$ cat config.mk
export PLATFORM = sky130hd
export DESIGN_NAME = spi_cs_master
export DESIGN_NICKNAME = d
export VERILOG_FILES = /design/src/rtl/spi_cs_master.sv
export SDC_FILE = /design/constraint.sdc
export NUM_CORES = 1
export LEC_CHECK = 0
export ABC_AREA = 0
export BUFFER_PORTS_ARGS = -buffer_cell sky130_fd_sc_hd__buf_2
export CAP_MARGIN = 20
export CORE_MARGIN = 4
export CORE_UTILIZATION = 50
export CTS_BUF_LIST = sky130_fd_sc_hd__clkbuf_4
export CTS_CLUSTER_DIAMETER = 150
export DETAILED_ROUTE_END_ITERATION = 10
export PLACE_DENSITY = 0.71
export SYNTH_ARGS = -nofsm -noshare
export SYNTH_HDL_FRONTEND = slang
export SYNTH_SLANG_ARGS = --single-unit
$ cat constraint.sdc
create_clock -name clk -period 2.7 [get_ports clk]
set_input_delay 0.27 -clock clk [delete_from_list [all_inputs] [get_ports clk]]
set_output_delay 0.27 -clock clk [all_outputs]
set_load 0.05 [all_outputs]
$ cat src/rtl/spi_cs_master.sv
module spi_cs_master #(
  parameter int HALF_CYC  = 10,
  parameter int SETUP_CYC = 3,
  parameter int HOLD_CYC  = 6,
  parameter int IDLE_CYC  = 2
) (
  input  logic       clk,
  input  logic       rst_n,
  input  logic       cmd_valid,
  output logic       cmd_ready,
  input  logic [7:0] cmd_data,
  input  logic       cmd_last,
  input  logic       cmd_fixed,
  input  logic       cmd_keep,
  output logic       rx_valid,
  output logic [7:0] rx_data,
  output logic       busy,
  output logic       sck,
  output logic       mosi,
  output logic       cs_n,
  input  logic       miso
);
  localparam int HALF  = (HALF_CYC  < 1) ? 1 : HALF_CYC;
  localparam int SETUP = (SETUP_CYC < 1) ? 1 : SETUP_CYC;
  localparam int HOLD  = (HOLD_CYC  < 1) ? 1 : HOLD_CYC;
  localparam int IDLE  = (IDLE_CYC  < 1) ? 1 : IDLE_CYC;
  localparam int M1 = (HALF > SETUP) ? HALF : SETUP;
  localparam int M2 = (HOLD > IDLE) ? HOLD : IDLE;
  localparam int MX = (M1 > M2) ? M1 : M2;
  localparam int CW = $clog2(MX + 1);
  localparam logic [CW-1:0] HALF_LD  = CW'(HALF - 1);
  localparam logic [CW-1:0] SETUP_LD = CW'(SETUP - 1);
  localparam logic [CW-1:0] HOLD_LD  = CW'(HOLD - 1);
  localparam logic [CW-1:0] IDLE_LD  = CW'(IDLE - 1);

  typedef enum logic [2:0] {S_IDLE, S_SETUP, S_SHIFT, S_WAIT, S_HOLD, S_GAP} state_t;

  state_t        state;
  logic [CW-1:0] cnt;
  logic [2:0]    bit_idx;
  logic [7:0]    tx_sr, rx_sr;
  logic          in_op, op_fixed, last_q, keep_q;

  assign cmd_ready = (state == S_IDLE) || (state == S_WAIT);
  assign busy      = (state != S_IDLE);
  assign cs_n      = (state == S_IDLE) || (state == S_GAP);
  assign mosi      = tx_sr[7];

  wire take      = cmd_valid && cmd_ready;
  wire cnt_done  = (cnt == '0);
  wire fixed_now = in_op ? op_fixed : cmd_fixed;
  wire stay_low  = !last_q || (op_fixed && keep_q);

  always_ff @(posedge clk or negedge rst_n) begin
    if (!rst_n) begin
      state    <= S_IDLE;
      cnt      <= '0;
      bit_idx  <= '0;
      tx_sr    <= '0;
      rx_sr    <= '0;
      in_op    <= 1'b0;
      op_fixed <= 1'b0;
      last_q   <= 1'b0;
      keep_q   <= 1'b0;
      sck      <= 1'b0;
      rx_valid <= 1'b0;
      rx_data  <= '0;
    end else begin
      rx_valid <= 1'b0;
      if (take) begin
        tx_sr    <= cmd_data;
        last_q   <= cmd_last;
        keep_q   <= cmd_keep;
        op_fixed <= fixed_now;
        in_op    <= !cmd_last;
        bit_idx  <= '0;
      end
      case (state)
        S_IDLE: if (take) begin
          state <= S_SETUP;
          cnt   <= SETUP_LD;
        end
        S_SETUP: if (cnt_done) begin
          state <= S_SHIFT;
          cnt   <= HALF_LD;
        end else cnt <= cnt - CW'(1);
        S_WAIT: if (take) begin
          state <= S_SHIFT;
          cnt   <= HALF_LD;
        end
        S_SHIFT: if (!cnt_done) cnt <= cnt - CW'(1);
        else begin
          cnt <= HALF_LD;
          if (!sck) begin
            sck   <= 1'b1;
            rx_sr <= {rx_sr[6:0], miso};
            if (bit_idx == 3'd7) begin
              rx_valid <= 1'b1;
              rx_data  <= {rx_sr[6:0], miso};
            end
          end else begin
            sck <= 1'b0;
            if (bit_idx != 3'd7) begin
              bit_idx <= bit_idx + 3'd1;
              tx_sr   <= {tx_sr[6:0], 1'b0};
            end else if (stay_low) begin
              state <= S_WAIT;
            end else begin
              state <= S_HOLD;
              cnt   <= HOLD_LD;
            end
          end
        end
        S_HOLD: if (cnt_done) begin
          state <= S_GAP;
          cnt   <= IDLE_LD;
        end else cnt <= cnt - CW'(1);
        S_GAP: if (cnt_done) state <= S_IDLE;
        else cnt <= cnt - CW'(1);
        default: state <= S_IDLE;
      endcase
    end
  end
endmodule

Yosys cells after proc, flatten, opt, wreduce, memory -nomap -nowiden
Cells that the tools add are included.

Bits in registers: 39. Input bits: 15. Output and inout bits: 14. Word-level logic and storage cells: 84.

Add/sub/neg operators: 2. Equal/unequal tests: 16. Multiplexer cells: 35. Bitwise logic cells: 2. Reductions and logical operators: 17.

Operator list (count): 2-to-1 mux 3 bit (14); 2-to-1 mux 8 bit (5); 2-to-1 mux 4 bit (9); case mux 4 bit (6 select lines) (1); inequality test 2 bit (second input constant) (9); case mux 3 bit (6 select lines) (1); equality test 3 bit (second input constant) (3); AND reduction 4 bit (2); AND reduction 8 bit (1); equality test 3 x 2 -> 1 bit (second input constant) (2); nonzero test 6 bit (1); 2-to-1 mux 1 bit (5); zero test 4 bit (1); AND reduction 2 bit (2); subtractor 4 x 1 -> 4 bit (second input constant) (1); adder 3 x 1 -> 3 bit (second input constant) (1); equality test 3 x 1 -> 1 bit (second input constant) (1); zero test 3 bit (1); logical OR 1 bit (3); inequality test 3 bit (second input constant) (1); AND reduction 3 bit (1); nonzero test 3 bit (1); logical AND 1 bit (2); zero test 1 bit (2); inverter 1 bit (2).

Logic depth before layout (Yosys ltp)
Depth in word-level cells: 8. Mapped depth: 8. Mapped depth without buffers: 6.

Worst setup path after synthesis
No wires, ideal clock.

Path type: register -> register. From: reg cnt[0]. To: reg bit_idx[0]. Setup time: 0.125 ns. Data arrival time: 1.893 ns. Data required time: 2.575 ns. Setup slack: 0.682 ns. Cell stages (with the launch flop): 8. Buffers on the path: 1. Period minus slack after synthesis: 2.018 ns. Path through: dfrtp_1 > inv_1 > ha_1 > or3b_1 > buf_2 > nor4b_4 > nor2_1 > mux2_2.

Cells in the longest elaborated chain, start to end: 3.

RTL lines: start, declared (line 39) `logic [CW-1:0] cnt;`; start signal, assigned (line 86) `end else cnt <= cnt - CW'(1);`; start signal, assigned (line 91) `S_SHIFT: if (!cnt_done) cnt <= cnt - CW'(1);`; start signal, assigned (line 117) `end else cnt <= cnt - CW'(1);`; zero test 4 bit (line 50) `wire cnt_done = (cnt == '0);`; 2-to-1 mux 3 bit (line 91); 2-to-1 mux 3 bit (line 78) `case (state)`; end signal, assigned (line 104) `bit_idx <= bit_idx + 3'd1;`; end, declared (line 40) `logic [2:0] bit_idx;`.

No other way between the ends. A chain may end at the register's enable or synchronous reset.

Worst setup path in the final report
From: reg cnt[0]. To: reg rx_data[0].

Cells in the longest elaborated chain, start to end: 2.

RTL lines: zero test 4 bit (line 50); AND reduction 4 bit (no source line); end signal, assigned (line 99) `rx_data <= {rx_sr[6:0], miso};`; end, declared (line 16) `output logic [7:0] rx_data,`.

No other way between the ends.

==> impl_metrics.ini <==
[pwr]
p_sw_frac = 0.401
clkPwrFrac = 0.141
ir_drop_mv = 0.427
p_int_mw = 1.24
power.leakage_nw = 1.05
power_mw = 2.07
pwr_density_cell_mw_per_mm2 = 946
p_seq_frac = 0.439
power.share.combinational = 0.421
p_sw_mw = 0.831

[route]
ant_nets = 0
vias_per_cell = 5.48
wl_per_cell_um = 14.7
drc = 0
wl_um = 3700
drt_iter0_drc = 89
routed-via-count = 1381
drt_first_pass_iters = 4

[synthesis]
ys_seq_area_frac = 0.504
synth_edf_count = 0
yosysWarnings = 0
syn_area_per_cell_um2 = 11.3
synthCells = 172
synth_top_cell_area_share = 0.504
netlist_top_cells_area = dfrtp_1 (50%), mux2_2 (11%), mux2i_1 (4.6%)
yosysTopAreaCell = dfrtp_1
synth_area_mm2 = 0.00194
synthFlopType = dfrtp_1
synth.distinct_cells = 41
async_flop_share = 1.00
syn_nets = 191
ys_seq_elements = 39

[floorplanning]
die_y_um = 70.3
pin_count = 29
start_util = 0.522
die_width_um = 70.3
rows = 22
coreArea_mm2 = 0.00372
dieArea_mm2 = 0.00494

[grt]
grt_antenna_before_repair = 0
grt_max_degree = 40
grt_use_total = 0.160
overflow = 0
grt_pass1_vias = 1435
grt_first_pass_wirelength_um = 6400

[clock_network]
cts_setup_buffers = 0
worstSkewPairLatency_ns = 0.33
clkTransAtPathRegs_ns = 0.11
htree_num_levels = 2
clockBufferDepth = 2
numCtsBuffers = 5
ctsHoldBuffers = 0
clkSinkCount = 39
cts_tree = done
clock_tree.root_cell = clkbuf_4
cts_resized = 0

[setup_path]
required_ns = 2.92
reg2reg_depth = 6
worstSetupStartpointType = register
rrSetupSlack_ns = 0.43
critPathCapture = rx_data[0]
critPathArrivalTime_ns = 2.49
crit_fanout = 9
critPathSlowestCell = or3b_1
path_cells = inv_1 -> ha_1 -> or3b_1 -> nor3_4 -> nand2_4 -> mux2_2
path_class = register to register
critPathMaxStageDelay_ns = 0.52
r2r_end = rx_data[0]
critPathCaptureType = register
timing.rr.start = cnt[0]
cp-startpoint = cnt[0]

[sta]
finalClockSkew_ns = 0.00493
rsz0062_at_grt = no
worstMarginPinSlew_ns = 0.864
setup_viol = 0
max_freq_ghz = 0.441
final_max_slew_viol_count = 0
fin_tns_setup_ns = 0
min_period_over_period = 0.840
hold_viol = 0
post-route-min-period_ns = 2.27
maxSlewHeadroom = 0.424

[layout]
diodes = 0
nets = 222
area_growth_syn_to_layout_pct = 13.0
layout-drive-gt1-share = 0.328
layout.cells.most_common = dfrtp_1
final_cell_mix = dfrtp_1 (39), buf_2 (28), mux2_2 (19)

[min_path]
hp-class = primary input to asynchronous set/reset pin

[placed_design]
port_buffers = 28
dpl.hpwl_um = 2750
place_congestion = 0.847

[status]
status = finished clean

[run]
max_cap_viol_count = 0
## stage by stage
step / setup WS [ns] / utilization / hold slack [ns] / instances / instance area [um^2]
floorplan: 0.682 / - / -0.0256 / 172 / 1940
global route: 0.271 / 0.589 / 0.0993 / 252 / 2190
CTS: 0.414 / 0.589 / 0.0435 / 252 / 2190
global placement: 0.538 / 0.574 / 0.408 / 244 / 2130
detailed placement: 0.437 / 0.574 / 0.416 / 244 / 2130
finish: 0.433 / 0.589 / 0.0460 / 252 / 2190
## worst min-delay path by stage
stage | start | end | slack, ns
after floorplan | rst_n | bit_idx[0] | -0.03
after global placement | rst_n | cnt[2] | 0.41
after detailed placement | rst_n | cnt[2] | 0.42
after CTS | rst_n | cnt[2] | 0.04
after global routing | rst_n | cnt[2] | 0.1
final | rst_n | cnt[2] | 0.05
## synthesized netlist by cell type (2+ instances only)
cell / number
buf_2: 3
nand2b_1: 2
xor2_1: 2
o2111ai_1: 2
nand4_1: 2
inv_1: 5
a22o_1: 2
nor3b_1: 2
nor3_1: 4
a31oi_1: 2
ha_1: 4
or2_2: 2
o211ai_1: 3
o21ai_0: 15
dfrtp_1: 39
mux2i_1: 9
a21boi_0: 2
nor2b_1: 5
a21oi_1: 5
clkbuf_1: 3
nor2_1: 7
nand2_1: 14
nand3_1: 2
mux2_2: 19
## area by class of cell
class	instances	area, um^2
clock buffer	6	45.0
clock inverter	2	12.5
fill	330	1530
inverter	5	18.8
multi-input combinational	119	900
sequential	39	976
tap	48	60.1
timing repair buffer	33	178
## power by group through the flow
stage | logic (mW) | clock network, mW | registers [mW]
final | 0.871 | 0.291 | 0.909
after global routing | 0.961 | 0.329 | 0.936
after CTS | 0.882 | 0.302 | 0.908
after detailed placement | 0.880 | 0 | 0.920
after global placement | 0.847 | 0 | 0.901
after floorplan | 0.655 | 0 | 0.924
## critical path: cells and delay by family (launching register included)
kind | cells | cell delay [ns]
adders and majority gates | 1 | 0.20
muxes | 1 | 0.31
DFF | 1 | 0.42
buffers and inverters | 1 | 0.11
and+or+nand+nor | 3 | 1.12
## state kept, by name, indices dropped and copies added (netlist names)
name      count
rx_sr         7
in_op         1
sck           1
rx_valid      1
rx_data       8
state         3
keep_q        1
last_q        1
cnt           4
bit_idx       3
op_fixed      1
tx_sr         8
## logic make-up after synthesis
logic type | count (synthesis) | synth area share
mux | 28 | 0.157
simple gates | 49 | 0.152
flops | 39 | 0.504
compound gates | 36 | 0.118
buf+inv | 14 | 0.0349
xor+xnor | 2 | 0.00904
fa+ha+maj | 4 | 0.0258
## per-layer routing
layer | up-vias | global-route usage | share of wire | wire length, um
li1 | 685 | - | - | -
met4 | 0 | 0.0468 | 0.0086 | 32
met2 | 32 | 0.274 | 0.51 | 1870
met1 | 660 | 0.194 | 0.44 | 1620
met5 | - | 0 | 0 | 0
met3 | 4 | 0.0460 | 0.048 | 177
(Power assumes the default switching activity.)
